--- src/rtl/mdpoll_pkg.sv ---
package mdpoll_pkg;

   localparam int         FRAME_BITS = 64;
   localparam int         PRE_BITS   = 32;
   localparam int         TA_FIRST   = 46;
   localparam int         DATA_FIRST = 48;
   localparam int         WORD_W     = 16;
   localparam int         POS_W      = $clog2(WORD_W);
   localparam logic [4:0] PHY_ADDR   = 5'd1;

   typedef struct packed {
      logic              wr;
      logic [4:0]        regad;
      logic [WORD_W-1:0] wdata;
   } mdio_cmd_t;

   typedef struct packed {
      logic [POS_W-1:0] dup_pos;
      logic [POS_W-1:0] spd_pos;
      logic             dup_inv;
      logic             spd_inv;
   } extract_cfg_t;

   // Frame image, first bit on the wire at the MSB.
   function automatic logic [FRAME_BITS-1:0] frame_bits(mdio_cmd_t c);
      logic [1:0] op;
      logic [1:0] ta;
      op = c.wr ? 2'b01 : 2'b10;
      ta = c.wr ? 2'b10 : 2'b00;
      return {{PRE_BITS{1'b1}}, 2'b01, op, PHY_ADDR, c.regad, ta,
              (c.wr ? c.wdata : {WORD_W{1'b0}})};
   endfunction

   // Output-enable image: writes drive every bit, reads stop at turnaround.
   function automatic logic [FRAME_BITS-1:0] drive_mask(logic wr);
      return wr ? {FRAME_BITS{1'b1}}
                : {{TA_FIRST{1'b1}}, {(FRAME_BITS-TA_FIRST){1'b0}}};
   endfunction

endpackage

--- src/rtl/mdpoll_clkdiv.sv ---
module mdpoll_clkdiv #(
   parameter int DIV_W = 8
) (
   input  logic             clk,
   input  logic             rst_n,
   input  logic             run,
   input  logic [DIV_W-1:0] half_cnt,
   output logic             tick
);

   if (DIV_W < 1) begin : g_bad_div
      $error("mdpoll_clkdiv: DIV_W must be at least 1");
   end

   logic [DIV_W-1:0] cnt;

   assign tick = run && (cnt == half_cnt);

   always_ff @(posedge clk or negedge rst_n) begin
      if (!rst_n)
         cnt <= '0;
      else if (!run || tick)
         cnt <= '0;
      else
         cnt <= cnt + 1'b1;
   end

endmodule

--- src/rtl/mdpoll_frame.sv ---
module mdpoll_frame
   import mdpoll_pkg::*;
#(
   parameter int SYNC_STAGES = 2
) (
   input  logic              clk,
   input  logic              rst_n,
   input  logic              start,
   input  mdio_cmd_t         cmd,
   input  logic              tick,
   input  logic              mdio_i,
   output logic              busy,
   output logic              mdc,
   output logic              mdio_o,
   output logic              mdio_oe,
   output logic              done,
   output logic [WORD_W-1:0] rdata
);

   localparam int IDX_W = $clog2(FRAME_BITS);

   if (SYNC_STAGES < 0 || SYNC_STAGES > 3) begin : g_bad_sync
      $error("mdpoll_frame: SYNC_STAGES must be 0..3");
   end

   logic                  din;
   logic [FRAME_BITS-1:0] sh;
   logic [FRAME_BITS-1:0] om;
   logic [IDX_W-1:0]      idx;
   logic                  wr_q;

   if (SYNC_STAGES == 0) begin : g_nosync
      assign din = mdio_i;
   end else begin : g_sync
      logic [SYNC_STAGES-1:0] ff;
      always_ff @(posedge clk or negedge rst_n) begin
         if (!rst_n)
            ff <= '1;
         else begin
            ff[0] <= mdio_i;
            for (int k = 1; k < SYNC_STAGES; k++)
               ff[k] <= ff[k-1];
         end
      end
      assign din = ff[SYNC_STAGES-1];
   end

   assign mdio_o  = sh[FRAME_BITS-1];
   assign mdio_oe = om[FRAME_BITS-1];

   always_ff @(posedge clk or negedge rst_n) begin
      if (!rst_n) begin
         busy  <= 1'b0;
         mdc   <= 1'b0;
         done  <= 1'b0;
         sh    <= '0;
         om    <= '0;
         idx   <= '0;
         wr_q  <= 1'b0;
         rdata <= '0;
      end else begin
         done <= 1'b0;
         if (start && !busy) begin
            busy <= 1'b1;
            mdc  <= 1'b0;
            idx  <= '0;
            sh   <= frame_bits(cmd);
            om   <= drive_mask(cmd.wr);
            wr_q <= cmd.wr;
         end else if (busy && tick) begin
            if (!mdc) begin
               mdc <= 1'b1;
               if (!wr_q && idx >= IDX_W'(DATA_FIRST))
                  rdata <= {rdata[WORD_W-2:0], din};
            end else begin
               mdc <= 1'b0;
               if (idx == IDX_W'(FRAME_BITS-1)) begin
                  busy <= 1'b0;
                  done <= 1'b1;
                  om   <= '0;
               end else begin
                  idx <= idx + 1'b1;
                  sh  <= sh << 1;
                  om  <= om << 1;
               end
            end
         end
      end
   end

   AST_PREAMBLE_ONES: assert property (@(posedge clk) disable iff (!rst_n)
      (busy && idx < IDX_W'(PRE_BITS)) |-> (mdio_oe && mdio_o));
   AST_WRITE_DRIVES: assert property (@(posedge clk) disable iff (!rst_n)
      (busy && wr_q) |-> mdio_oe);
   AST_READ_RELEASE: assert property (@(posedge clk) disable iff (!rst_n)
      (busy && !wr_q && idx >= IDX_W'(TA_FIRST)) |-> !mdio_oe);
   AST_IDLE_QUIET: assert property (@(posedge clk) disable iff (!rst_n)
      !busy |-> (!mdio_oe && !mdc));
   AST_MDIO_STABLE_HIGH: assert property (@(posedge clk) disable iff (!rst_n)
      mdc |-> ($stable(mdio_o) && $stable(mdio_oe)));
   AST_DONE_ENDS_BUSY: assert property (@(posedge clk) disable iff (!rst_n)
      done |-> ($past(busy) && !busy));

endmodule

--- src/rtl/mdpoll_status.sv ---
module mdpoll_status
   import mdpoll_pkg::*;
(
   input  logic              clk,
   input  logic              rst_n,
   input  logic              upd,
   input  logic [WORD_W-1:0] word,
   input  extract_cfg_t      cfg,
   output logic              link_fast,
   output logic              link_full,
   output logic              chg
);

   logic nxt_fast;
   logic nxt_full;

   always_comb begin
      nxt_fast = word[cfg.spd_pos] ^ cfg.spd_inv;
      nxt_full = word[cfg.dup_pos] ^ cfg.dup_inv;
   end

   always_ff @(posedge clk or negedge rst_n) begin
      if (!rst_n) begin
         link_fast <= 1'b0;
         link_full <= 1'b0;
         chg       <= 1'b0;
      end else begin
         chg <= 1'b0;
         if (upd) begin
            link_fast <= nxt_fast;
            link_full <= nxt_full;
            chg       <= (nxt_fast != link_fast) || (nxt_full != link_full);
         end
      end
   end

   AST_STATUS_HOLD: assert property (@(posedge clk) disable iff (!rst_n)
      !upd |=> ($stable(link_fast) && $stable(link_full)));
   AST_CHG_MEANS_CHANGE: assert property (@(posedge clk) disable iff (!rst_n)
      chg |-> ((link_fast != $past(link_fast)) || (link_full != $past(link_full))));

endmodule

--- src/rtl/mdio_link_poller.sv ---
module mdio_link_poller
   import mdpoll_pkg::*;
#(
   parameter int DIV_W       = 8,
   parameter int POLL_W      = 16,
   parameter int SYNC_STAGES = 2
) (
   input  logic              clk,
   input  logic              rst_n,
   input  logic [DIV_W-1:0]  mdc_half,
   input  logic [POLL_W-1:0] poll_period,
   input  logic [3:0]        res_offset,
   input  logic [3:0]        dup_bit,
   input  logic [3:0]        spd_bit,
   input  logic              dup_invert,
   input  logic              spd_invert,
   input  logic              host_req,
   input  logic              host_wr,
   input  logic [4:0]        host_reg,
   input  logic [15:0]       host_wdata,
   output logic              host_done,
   output logic [15:0]       host_rdata,
   output logic              mdc,
   output logic              mdio_o,
   output logic              mdio_oe,
   input  logic              mdio_i,
   output logic              busy,
   output logic              link_fast,
   output logic              link_full,
   output logic              status_chg
);

   if (POLL_W < 2) begin : g_bad_poll
      $error("mdio_link_poller: POLL_W must be at least 2");
   end

   logic              eng_busy;
   logic              eng_done;
   logic              tick;
   logic [15:0]       eng_rdata;
   logic              host_pend;
   mdio_cmd_t         host_cmd;
   mdio_cmd_t         launch_cmd;
   logic              poll_due;
   logic [POLL_W-1:0] ptmr;
   logic              cur_poll;
   logic              launch;
   logic              poll_on;
   extract_cfg_t      xcfg;

   assign poll_on = (poll_period != '0);
   assign launch  = !eng_busy && (host_pend || (poll_due && poll_on));

   always_comb begin
      launch_cmd.wr    = 1'b0;
      launch_cmd.regad = {1'b1, res_offset};
      launch_cmd.wdata = '0;
      if (host_pend)
         launch_cmd = host_cmd;
      xcfg.dup_pos = dup_bit;
      xcfg.spd_pos = spd_bit;
      xcfg.dup_inv = dup_invert;
      xcfg.spd_inv = spd_invert;
   end

   always_ff @(posedge clk or negedge rst_n) begin
      if (!rst_n) begin
         host_pend <= 1'b0;
         host_cmd  <= '0;
         cur_poll  <= 1'b0;
         poll_due  <= 1'b0;
         ptmr      <= '0;
      end else begin
         if (host_req && !host_pend) begin
            host_pend      <= 1'b1;
            host_cmd.wr    <= host_wr;
            host_cmd.regad <= host_reg;
            host_cmd.wdata <= host_wdata;
         end
         if (launch && host_pend) begin
            host_pend <= 1'b0;
            cur_poll  <= 1'b0;
         end else if (launch) begin
            cur_poll <= 1'b1;
            poll_due <= 1'b0;
         end
         if (!poll_on) begin
            ptmr     <= '0;
            poll_due <= 1'b0;
         end else if (ptmr >= poll_period - 1'b1) begin
            ptmr     <= '0;
            poll_due <= 1'b1;
         end else begin
            ptmr <= ptmr + 1'b1;
         end
      end
   end

   mdpoll_clkdiv #(.DIV_W(DIV_W)) i_div (
      .clk      (clk),
      .rst_n    (rst_n),
      .run      (eng_busy),
      .half_cnt (mdc_half),
      .tick     (tick)
   );

   mdpoll_frame #(.SYNC_STAGES(SYNC_STAGES)) i_frame (
      .clk     (clk),
      .rst_n   (rst_n),
      .start   (launch),
      .cmd     (launch_cmd),
      .tick    (tick),
      .mdio_i  (mdio_i),
      .busy    (eng_busy),
      .mdc     (mdc),
      .mdio_o  (mdio_o),
      .mdio_oe (mdio_oe),
      .done    (eng_done),
      .rdata   (eng_rdata)
   );

   mdpoll_status i_status (
      .clk       (clk),
      .rst_n     (rst_n),
      .upd       (eng_done && cur_poll),
      .word      (eng_rdata),
      .cfg       (xcfg),
      .link_fast (link_fast),
      .link_full (link_full),
      .chg       (status_chg)
   );

   assign busy       = eng_busy;
   assign host_done  = eng_done && !cur_poll;
   assign host_rdata = eng_rdata;

   AST_NO_PREEMPT: assert property (@(posedge clk) disable iff (!rst_n)
      (eng_busy && $past(eng_busy)) |-> $stable(cur_poll));
   AST_HOST_FIRST: assert property (@(posedge clk) disable iff (!rst_n)
      (launch && host_pend) |=> (eng_busy && !cur_poll));

endmodule

--- config.mk ---
export PLATFORM = sky130hd
export DESIGN_NAME = mdio_link_poller
export DESIGN_NICKNAME = d
export VERILOG_FILES = /design/src/rtl/mdpoll_pkg.sv /design/src/rtl/mdpoll_clkdiv.sv /design/src/rtl/mdpoll_frame.sv /design/src/rtl/mdpoll_status.sv /design/src/rtl/mdio_link_poller.sv
export SDC_FILE = /design/constraint.sdc
export NUM_CORES = 1
export LEC_CHECK = 0
export CAP_MARGIN = 20
export CORE_MARGIN = 2
export CORE_UTILIZATION = 58
export DETAILED_ROUTE_END_ITERATION = 10
export PLACE_DENSITY = 0.83
export SLEW_MARGIN = 20
export SYNTH_ARGS = -nofsm -noshare
export SYNTH_HDL_FRONTEND = slang
export SYNTH_HIERARCHICAL = 1
export SYNTH_SLANG_ARGS = --single-unit
--- constraint.sdc ---
create_clock -name clk -period 3.05 [get_ports clk]
set_clock_uncertainty 0.05 [all_clocks]
set_input_delay 0.915 -clock clk [delete_from_list [all_inputs] [get_ports clk]]
set_output_delay 0.915 -clock clk [all_outputs]
set_load 0.01 [all_outputs]
==> results of run 1 <==
==> metal layers <==
layer,track usage,wire length [um],vias to the layer above
met5,0,0,-
met4,0.0833,637,0
met3,0.0324,1020,54
met2,0.438,11900,252
met1,0.352,10300,4114
li1,-,-,3820
==> what timing repair did <==
action | 4_1_cts | 5_1_grt
pin swaps | 17 | 4
endpoints found under the setup margin | 144 | 86
gates resized for setup | 47 | 16
setup buffers | 4 | 1
cloned | 1 | 0
==> metrics by stage <==
step / setup slack (ns) / setup TNS, ns / utilization
floorplan: -0.546 / -8.30 / -
global placement: -1.19 / -98.65 / 0.681
detailed placement: -1.29 / -108.81 / 0.681
CTS: -0.306 / -4.70 / 0.728
global route: -0.545 / -12.86 / 0.732
finish: -0.421 / -6.78 / 0.732
==> worst reg2reg max path: cells and delay by family, from the launching register on <==
| kind | cells | cell delay, ns |
|---|---|---|
| simple gates | 5 | 1.25 |
| flops | 1 | 0.47 |
| xor+xnor | 1 | 0.18 |
| buf+inv | 1 | 0.27 |
==> path summary, 6_finish.rpt <==
| check | from | endpoint | slack (ns) | depth (start not counted) |
|---|---|---|---|---|
| hold reg to reg | i_frame/g_sync.ff[0] | i_frame/g_sync.ff[1] | 0.31 | 0 |
| hold / removal | i_frame/g_sync.ff[0] | i_frame/g_sync.ff[1] | 0.31 | 0 |
| setup reg to reg | i_div/cnt[3] | i_frame/busy | 0.70 | 7 |
| min in group asynchronous | rst_n | host_cmd[9] | 0.37 | 1 |
| max in group asynchronous | rst_n | i_frame/om[7] | 1.87 | 2 |
| setup / recovery | poll_period[1] | ptmr[7] | -0.42 | 14 |
==> kinds of logic (layout without fill, tap and decap cells) <==
family / Yosys count / after routing / share of synthesized area
flip-flops: 208 / 208 / 0.502
multiplexers: 54 / 54 / 0.0721
AO/OA/AOI/OAI: 320 / 320 / 0.196
adder cells (fa/ha/maj): 20 / 20 / 0.0241
XOR/XNOR: 46 / 46 / 0.0403
buffers and inverters: 96 / 208 / 0.0456
AND/OR/NAND/NOR: 251 / 251 / 0.120
==> flip-flops by register name (all words and copies together), names as in the netlist <==
name                cells
cur_poll                1
host_cmd               22
host_pend               1
i_frame/idx             6
i_frame/mdc             1
i_frame/wr_q            1
i_status/chg            1
i_frame/busy            1
i_frame/rdata          16
i_status/link_fast      1
i_frame/om             64
i_frame/sh             64
i_status/link_full      1
ptmr                   16
i_div/cnt               8
poll_due                1
i_frame/g_sync.ff       2
i_frame/done            1
==> layout by cell type, fill, tap and decap left out, types with 4 or more instances in the layout <==
cell type	instances
dfrtp_1	206
o21ai_0	94
clkdlybuf4s50_1	77
a21oi_1	74
nand2_1	73
o211ai_1	64
nor2_1	55
buf_4	55
and2_1	46
mux2_2	42
xor2_1	27
a31oi_1	24
clkbuf_16	23
a32oi_1	21
ha_1	19
xnor2_1	17
a221o_1	17
buf_12	16
nor2_2	10
nand3_1	9
inv_1	9
nand4_1	8
mux4_1	8
nor2_4	7
and3_1	7
clkbuf_1	6
a211oi_1	6
clkbuf_8	4
clkinv_2	4
dlygate4sd2_1	4
==> where the power goes <==
group | internal (mW) | total, mW | switching [mW]
registers | 3.15 | 3.44 | 0.299
clock network | 1.45 | 2.48 | 1.04
logic | 0.587 | 1.10 | 0.517
==> layout make-up <==
type                            count  area, um2
Clock buffer                       32        639
Sequential cell                   208       5210
Multi-Input combinational cell    691       4890
Clock inverter                      5       27.5
Inverter                           12       65.1
Tap cell                          225        282
Timing Repair Buffer              159       1630
Fill cell                        1173       4670
==> out/metrics.yaml, run 1 <==
yosysSeqAreaShare: 0.502
h-tree-depth: 1
hold_path.class: "reg2reg"
report.final.slew_viol_count: 0
cts_sinks: 208
violations: "setup timing"
status: "complete, but fails checks"
finalPower_mw: 7.03
worst_ep_required_time_ns: 3.43
grt_pass1_vias: 8074
synth_ff_type: "dfrtp_1"
drtIter0Drc: 788
die_area_mm2: 0.0190
drive_gt1_frac: 0.181
path_buf_inv: 3
cts_tree: "done"
placed_cells: 1289
maxCapViolCount: 0
cts_root_buf: "clkbuf_16"
max_freq_mhz: 288
rsz0062_at_grt: "true"
slew_headroom: 0.549
finalSetupViolCount: 17
clk-insertion-delay-late_ns: 0.50
vias: 8240
cp-end-kind: "flop"
synth_top_area_share: 0.497
clk_pin_slew_worst_paths_ns: 0.06
grt_max_degree: 71
fin_ws_ns: -0.421
finalCriticalPeriod_ns: 3.47
grt_first_pass_wirelength_um: 40100
critPathKind: "in2reg"
synth-edff-count: 0
final_hold_viol_count: 0
p_leak_nw: 5.10
layout.nets: 1178
dpl_cell_area_mm2: 0.0119
cpPeakStageDelay_ns: 0.46
ys_seq_elements: 208
synth.avg_cell_area_um2: 10.4
cellPowerDensity_mw_per_mm2: 552
path_common_cell: "buf_12"
cts_hold_buf: 0
worstPathMaxFanout: 8
clockBufferDepth: 3
track_usage: 0.259
routabilityCongestion: 0.800
die_x_um: 138
yosysTopAreaCell: "dfrtp_1"
ios: 88
fin_area_mm2: 0.0127
grt.overflow.total: 0
timing.critical_path.slowest_stage_cell: "or4b_4"
drc: 0
port_buffers: 87
synth.cells.most_frequent: "206 x dfrtp_1, 97 x o21ai_0, 74 x a21oi_1, 73 x nand2_1, 71 x nor2_1"
post-dp-hpwl_um: 14300
synth_most_common_cell: "dfrtp_1"
num_rows: 48
syn_to_final_growth_pct: 22.8
coreArea_mm2: 0.0174
cts_buffers: 22
path_cells: "buf_12 -> inv_12 -> ha_4 -> or4b_4 -> or4_4 -> or3_4 -> xor2_1 -> ha_1 -> nand4_1 -> nor2_1 -> a22oi_2 -> nand3_4 -> buf_12 -> nor2_2"
ys_top_cells_by_area: "dfrtp_1 50%, o21ai_0 4.7%, o211ai_1 4.6%"
synthesis.area_mm2: 0.0104
syn-num-nets: 1079
vias_per_cell: 6.19
ant_nets: 0
start_util: 0.596
worstPathArrival_ns: 3.85
whs_ns: 0.314
synthDistinctLibCells: 55
diodes: 0
worstMarginPinSlew_ns: 0.676
max-vdd-ir-drop_v: 0.000612
fin_crit_sh: 1.14
ys_warn_count: 6
drtPass1Iterations: 4
chipHeight_um: 138
postSynthCellCount: 995
antenna_found_initial: 0
totalWireLength_um: 23900
ys_async_sr_fraction: 1.00
final_cells: 1332
routedWlPerCell_um: 17.9
cpLargestDelayFamily: "simple AND/OR/NAND/NOR gates"
start_kind: "primary input"
(Power assumes the default switching activity.)
==> run 2, diff against run 1 <==
Settings changed: SYNTH_HIERARCHICAL 1 to unset.
==> run 2 against run 1 <==
Net effect:
- largest cell class unchanged
- clock-buffer cell count increased by 1
- combinational power rose by 57%
- final cell count down 3.2%
- largest power group unchanged
- power rose by 18%
- via count is 12% lower
- critical path type unchanged
- sequential share of layout area up 1.6 points
- synthesized area down 6.9%
- highest routed layer unchanged
- setup slack better by 0.40 ns
- the run still ends with setup timing left
- global-route usage is 1.3 points lower
- register-to-register slack worse by 0.07 ns
==> out/metrics.yaml, run 2 <==
diodes: 0  # unchanged
worstPathArrival_ns: 3.39  # was 3.85 ns
p_leak_nw: 5.74  # was 5.10 nW
synth.cells.most_frequent: "213 x nand2_1, 206 x dfrtp_1, 58 x nand3_1, 48 x o211ai_1, 42 x clkbuf_1"  # was 206 x dfrtp_1, 97 x o21ai_0, 74 x a21oi_1, 73 x nand2_1, 71 x nor2_1
num_rows: 47  # was 48
reg2regPathDepth: 10  # was 7
drive_gt1_frac: 0.181  # about the same
syn_to_final_growth_pct: 26.8  # was 22.8%
cellPowerDensity_mw_per_mm2: 676  # was 552 mW/mm2
yosysTopAreaCell: "dfrtp_1"  # unchanged
finalCriticalPeriod_ns: 3.07  # was 3.47 ns
ys_seq_elements: 208  # unchanged
vias: 7277  # was 8,240
worstPathMaxFanout: 5  # was 8
grt_first_pass_wirelength_um: 36100  # was 40,100 um
totalWireLength_um: 21100  # was 23,900 um
ant_nets: 0  # unchanged
h-tree-depth: 1  # unchanged
post-dp-hpwl_um: 13300  # was 14,300 um
start_util: 0.589  # was 0.596
routabilityCongestion: 0.854  # was 0.800
layout.nets: 1138  # was 1,178
coreArea_mm2: 0.0164  # was 0.0174 mm2
timing.critical_path.slowest_stage_cell: "or3_4"  # was or4b_4
ios: 88  # unchanged
synth_most_common_cell: "nand2_1"  # was dfrtp_1
drc: 0  # unchanged
grt.overflow.total: 0  # unchanged
syn-num-nets: 1019  # was 1,079
synth_ff_type: "dfrtp_1"  # unchanged
drtIter0Drc: 451  # was 788
vias_per_cell: 5.65  # was 6.19
dp_slack_ns: -1.10  # was -1.29 ns
chipHeight_um: 133  # was 138 um
synthesis.area_mm2: 0.00966  # was 0.0104 mm2
hold_path.class: "reg2reg"  # unchanged
status: "complete, but fails checks"  # unchanged
cts_hold_buf: 0  # unchanged
start_kind: "primary input"  # unchanged
cp-end-kind: "flop"  # unchanged
port_buffers: 87  # unchanged
violations: "setup timing"  # unchanged
nFillCells: 1045  # was 1,173
reg_top3: "i_frame.om x64, i_frame.sh x64, host_cmd x22"  # was i_frame/om x64, i_frame/sh x64, host_cmd x22
worstMarginPinSlew_ns: 0.640  # was 0.676 ns
ys_warn_count: 0  # was 6
antenna_found_initial: 0  # unchanged
synthDistinctLibCells: 48  # was 55
worst_ep_required_time_ns: 3.37  # was 3.43 ns
cpPeakStageDelay_ns: 0.41  # was 0.46 ns
whs_ns: 0.311  # was 0.314 ns
r2r-start: "ptmr[0]"  # was i_div/cnt[3]
fin_crit_sh: 1.01  # was 1.14
cts_sinks: 208  # unchanged
cts_tree: "done"  # unchanged
min_to: "i_frame.g_sync.ff[1]"  # was i_frame/g_sync.ff[1]
hold_depth: 0  # unchanged
maxCapViolCount: 0  # unchanged
mostFrequentLayoutCells: "213 x nand2_1, 206 x dfrtp_1, 73 x clkdlybuf4s50_1, 56 x nand3_1, 53 x buf_4"  # was 206 x dfrtp_1, 94 x o21ai_0, 77 x clkdlybuf4s50_1, 74 x a21oi_1, 73 x nand2_1
slew_headroom: 0.572  # was 0.549
path_cells: "clkdlybuf4s15_1 -> nor2_2 -> nand3_2 -> or3_4 -> buf_6 -> xor2_1 -> ha_2 -> a21o_1 -> a21o_1 -> a21oi_2 -> o311ai_4 -> buf_6 -> buf_12 -> o22a_1"  # was buf_12 -> inv_12 -> ha_4 -> or4b_4 -> or4_4 -> or3_4 -> xor2_1 -> ha_1 -> nand4_1 -> nor2_1 -> a22oi_2 -> nand3_4 -> buf_12 -> nor2_2
final_common_cell: "nand2_1"  # was dfrtp_1
die_x_um: 133  # was 138 um
routedWlPerCell_um: 16.4  # was 17.9 um
report.final.slew_viol_count: 0  # unchanged
clk_pin_slew_worst_paths_ns: 0.06  # about the same
max-vdd-ir-drop_v: 0.000518  # was 0.000612 V
synth_top_area_share: 0.534  # was 0.497
postSynthCellCount: 934  # was 995
finish.utilization: 0.747  # was 0.732
fin_setup_tns_ns: -0.0192  # was -6.78 ns
ys_top_cells_by_area: "dfrtp_1 53%, nand2_1 8.3%, o211ai_1 3.7%"  # was dfrtp_1 50%, o21ai_0 4.7%, o211ai_1 4.6%
rsz0062_at_grt: "true"  # unchanged
grt_max_degree: 58  # was 71
drtPass1Iterations: 5  # was 4
finalSetupViolCount: 1  # was 17
worstHoldStart: "i_frame.g_sync.ff[0]"  # was i_frame/g_sync.ff[0]
clockBufferDepth: 3  # unchanged
synth.avg_cell_area_um2: 10.3  # was 10.4 um2
critPathKind: "in2reg"  # unchanged
cts_buffers: 22  # unchanged
max_freq_mhz: 326  # was 288 MHz
synth-edff-count: 0  # unchanged
yosysSeqAreaShare: 0.539  # was 0.502
cts_root_buf: "clkbuf_16"  # unchanged
ys_async_sr_fraction: 1.00  # unchanged
fin_ws_ns: -0.0192  # was -0.421 ns
grt_pass1_vias: 7361  # was 8,074
final_hold_viol_count: 0  # unchanged
r2r_slack_ns: 0.63  # was 0.70 ns
die_area_mm2: 0.0177  # was 0.0190 mm2
rr_endpoint: "poll_due"  # was i_frame/busy
clk-insertion-delay-late_ns: 0.50  # about the same
track_usage: 0.246  # was 0.259
==> run 2: changes by cell type after synthesis, moves of 16 or more <==
cell       change
nand2_1      +140
o21ai_0       -66
nand3_1       +48
and2_1        -44
a21oi_1       -43
nor2_1        -36
a31oi_1       -24
a32oi_1       -21
mux2_2        -20
o21a_1        +18
a221o_1       -17
a2bb2oi_1     +17
nor3_1        +16
o211ai_1      -16
==> run 2: power by group <==
part | switching (mW) | internal, mW | total [mW]
Clock | 1.06 | 1.53 | 2.59
Sequential | 0.496 | 3.46 | 3.96
Combinational | 0.773 | 0.954 | 1.73
Total | 2.33 | 5.95 | 8.28
==> run 2: logic make-up after synthesis <==
group	after synthesis	synth area share
compound gates	171	0.119
simple gates	367	0.166
fa+ha+maj	21	0.0272
xor+xnor	50	0.0453
buf+inv	65	0.0278
mux	52	0.0756
flops	208	0.539
==> run 2: final cells by class <==
class / instances / area (um2) / share of cell area
inverter: 3 / 31.3 / 0.00255
sequential: 208 / 5210 / 0.425
clock inverter: 7 / 78.8 / 0.00644
clock buffer: 33 / 632 / 0.0516
multi-input combinational: 661 / 4400 / 0.359
timing repair buffer: 157 / 1620 / 0.132
tap: 220 / 275 / 0.0225
==> run 2: per-layer routing <==
layer / vias to the layer above / share of wire / GRT usage
met3: 41 / 0.032 / 0.0337
met4: 0 / 0.022 / 0.0699
met2: 132 / 0.51 / 0.415
li1: 3497 / - / -
met1: 3607 / 0.44 / 0.337
met5: - / 0 / 0
==> run 2: what timing repair did <==
item                       4_1_cts  5_1_grt
setup buffers                    9        2
setup endpoints to repair       34       17
pin swaps                       22       23
cloned                           2        0
resized for setup               48       31
==> run 2: metrics by stage <==
step           instance area (um2)  instances  power [mW]
2_1_floorplan                 9780        934        5.01
3_3_place_gp                 11300       1238        5.51
3_5_place_dp                 11300       1238        5.63
4_1_cts                      12200       1289        8.33
5_1_grt                      12200       1289        8.73
6_report                     12200       1289        8.28
==> run 2: worst max path at each step <==
stage	start	to	slack [ns]	depth (start not counted)
floorplan	poll_period[1]	ptmr[10]	-0.23	12
finish	poll_period[6]	poll_due	-0.02	14
global route	poll_period[7]	poll_due	-0.14	14
global placement	poll_period[0]	poll_due	-1.03	12
detailed placement	poll_period[0]	poll_due	-1.10	12
CTS	poll_period[1]	poll_due	-0.02	17
==> run 2: worst max-delay path, delay by kind of cell <==
kind,cells,cell delay [ns]
AO/OA/AOI/OAI,5,0.81
buffers and inverters,4,0.69
AND/OR/NAND/NOR,3,0.69
adder cells (fa/ha/maj),1,0.16
XOR/XNOR,1,0.15
==> run 3, diff against run 2 <==
Settings changed: HOLD_SLACK_MARGIN set to 0.03.
Clock period 3.05 ns to 3.2 ns, I/O delays scaled along.
==> run 3 against run 2 <==
Net effect:
- the run now ends clean
- utilization shrank 0.34 points
- sequential power fell by 5.1%
- flip-flop and latch count unchanged
- final cell count about the same
- cell area fell by 0.46%
- first-iteration DRC count is 19% higher
- clock power grew 2%
- die area is the same
- combinational power shrank 8%
- via count fell by 0.21%
- critical path type unchanged
- critical endpoint unchanged
- highest routed layer unchanged
==> out/metrics.yaml, run 3 (same netlist as run 2, synthesis figures left out) <==
p_comb_frac: 0.199  # was 0.209
ios: 88  # unchanged
drtPass1Iterations: 5  # unchanged
die_x_um: 133  # unchanged
cts_buffers: 22  # unchanged
cts_sinks: 208  # unchanged
dp_slack_ns: -1.03  # was -1.10 ns
p_int_mw: 5.80  # was 5.95 mW
layout.nets: 1140  # was 1,138
seq_power_share: 0.470  # was 0.478
clock_power_share: 0.331  # was 0.313
final_cells: 1290  # was 1,289
coreArea_mm2: 0.0164  # unchanged
fin_ws_ns: 0.115  # was -0.0192 ns
start_kind: "primary input"  # unchanged
worstPathMaxFanout: 8  # was 5
cp-end-kind: "flop"  # unchanged
grt_first_pass_wirelength_um: 35500  # was 36,100 um
drive_gt1_frac: 0.177  # was 0.181
h-tree-depth: 1  # unchanged
worstPathArrival_ns: 3.43  # was 3.39 ns
finish.utilization: 0.743  # was 0.747
netSwitchingPower_mw: 2.20  # was 2.33 mW
cts_tree: "done"  # unchanged
reg_top3: "i_frame.om x64, i_frame.sh x64, host_cmd x22"  # unchanged
whs_ns: 0.305  # was 0.311 ns
fin_setup_tns_ns: 0  # was -0.0192 ns
clockBufferDepth: 3  # unchanged
routedWlPerCell_um: 15.8  # was 16.4 um
grt_max_degree: 73  # was 58
vias: 7262  # was 7,277
cellPowerDensity_mw_per_mm2: 656  # was 676 mW/mm2
diodes: 0  # unchanged
die_area_mm2: 0.0177  # unchanged
drc: 0  # unchanged
critPathKind: "in2reg"  # unchanged
max-vdd-ir-drop_v: 0.000572  # was 0.000518 V
dpl_cell_area_mm2: 0.0113  # about the same
drtIter0Drc: 535  # was 451
syn_to_final_growth_pct: 26.2  # was 26.8%
hold_path.class: "reg2reg"  # unchanged
fin_area_mm2: 0.0122  # about the same
p_leak_nw: 5.76  # was 5.74 nW
fin_crit_sh: 0.964
finalSetupViolCount: 0  # was 1
chipHeight_um: 133  # unchanged
cts_root_buf: "clkbuf_16"  # unchanged
finalCriticalPeriod_ns: 3.09
slew_headroom: 0.586  # was 0.572
swShare: 0.275  # was 0.282
worstMarginPinSlew_ns: 0.621  # was 0.640 ns
ant_nets: 0  # unchanged
track_usage: 0.241  # was 0.246
post-dp-hpwl_um: 13100  # was 13,300 um
maxCapViolCount: 0  # unchanged
start_util: 0.589  # unchanged
clk-insertion-delay-late_ns: 0.50  # about the same
placed_cells: 1241  # was 1,238
port_buffers: 87  # unchanged
mostFrequentLayoutCells: "213 x nand2_1, 206 x dfrtp_1, 76 x clkdlybuf4s50_1, 57 x buf_4, 56 x nand3_1"  # was 213 x nand2_1, 206 x dfrtp_1, 73 x clkdlybuf4s50_1, 56 x nand3_1, 53 x buf_4
final_common_cell: "nand2_1"  # unchanged
grt.overflow.total: 0  # unchanged
max_freq_mhz: 324
antenna_found_initial: 0  # unchanged
clk_pin_slew_worst_paths_ns: 0.06  # about the same
grt_pass1_vias: 7381  # was 7,361
status: "finished, final reports clean"  # was complete, but fails checks
final_hold_viol_count: 0  # unchanged
worst_ep_required_time_ns: 3.54  # was 3.37 ns
routabilityCongestion: 0.833  # was 0.854
finalPower_mw: 8.00  # was 8.28 mW
nFillCells: 1070  # was 1,045
totalWireLength_um: 20400  # was 21,100 um
report.final.slew_viol_count: 0  # unchanged
cts_hold_buf: 0  # unchanged
num_rows: 47  # unchanged
vias_per_cell: 5.63  # was 5.65
[run 3: routing by layer]
metal	up-vias	track usage	part of all wire
met5	-	0	0
met1	3602	0.326	0.44
li1	3492	-	-
met3	35	0.0349	0.033
met2	133	0.409	0.51
met4	0	0.0723	0.020
[run 3: path summary, 6_finish.rpt]
path | from | endpoint | slack (ns) | cells past startpoint
setup reg to reg | i_div.cnt[0] | i_frame.sh[35] | 0.73 | 9
hold reg to reg | i_frame.g_sync.ff[0] | i_frame.g_sync.ff[1] | 0.30 | 0
hold / removal | i_frame.g_sync.ff[0] | i_frame.g_sync.ff[1] | 0.30 | 0
max in group asynchronous | rst_n | i_frame.rdata[14] | 1.94 | 2
setup / recovery | poll_period[1] | poll_due | 0.11 | 16
min in group asynchronous | rst_n | i_frame.om[45] | 0.42 | 1
[run 3: worst max-delay path, stage by stage]
cell      delay, ns
clkbuf_2       0.09
buf_6          0.13
inv_12         0.05
ha_4           0.12
and3_4         0.19
nand3_2        0.07
or3_4          0.39
buf_6          0.13
xor2_1         0.13
ha_2           0.16
a21o_1         0.14
a21o_1         0.18
a21oi_2        0.19
o311ai_4       0.14
buf_6          0.17
o22a_1         0.18
[run 3: layout make-up]
| class | count | area (um2) | area share |
|---|---|---|---|
| sequential | 208 | 5210 | 0.427 |
| multi-input combinational | 661 | 4370 | 0.358 |
| timing repair buffer | 159 | 1550 | 0.127 |
| clock buffer | 32 | 639 | 0.0524 |
| tap | 220 | 275 | 0.0226 |
| clock inverter | 7 | 116 | 0.00954 |
| inverter | 3 | 31.3 | 0.00257 |
[run 3: repair_timing]
action	4_1_cts	5_1_grt
setup endpoints to repair	17	17
resized for setup	16	25
gates cloned	0	0
buffers inserted	7	3
pin swaps	11	11
[run 3: power by group through the flow]
stage / clock [mW] / combinational [mW] / sequential (mW)
final: 2.65 / 1.60 / 3.76
after global routing: 2.81 / 1.80 / 3.84
after CTS: 2.69 / 1.61 / 3.76
after detailed placement: 0 / 1.57 / 3.79
after global placement: 0 / 1.49 / 3.76
after floorplan: 0 / 1.12 / 3.66
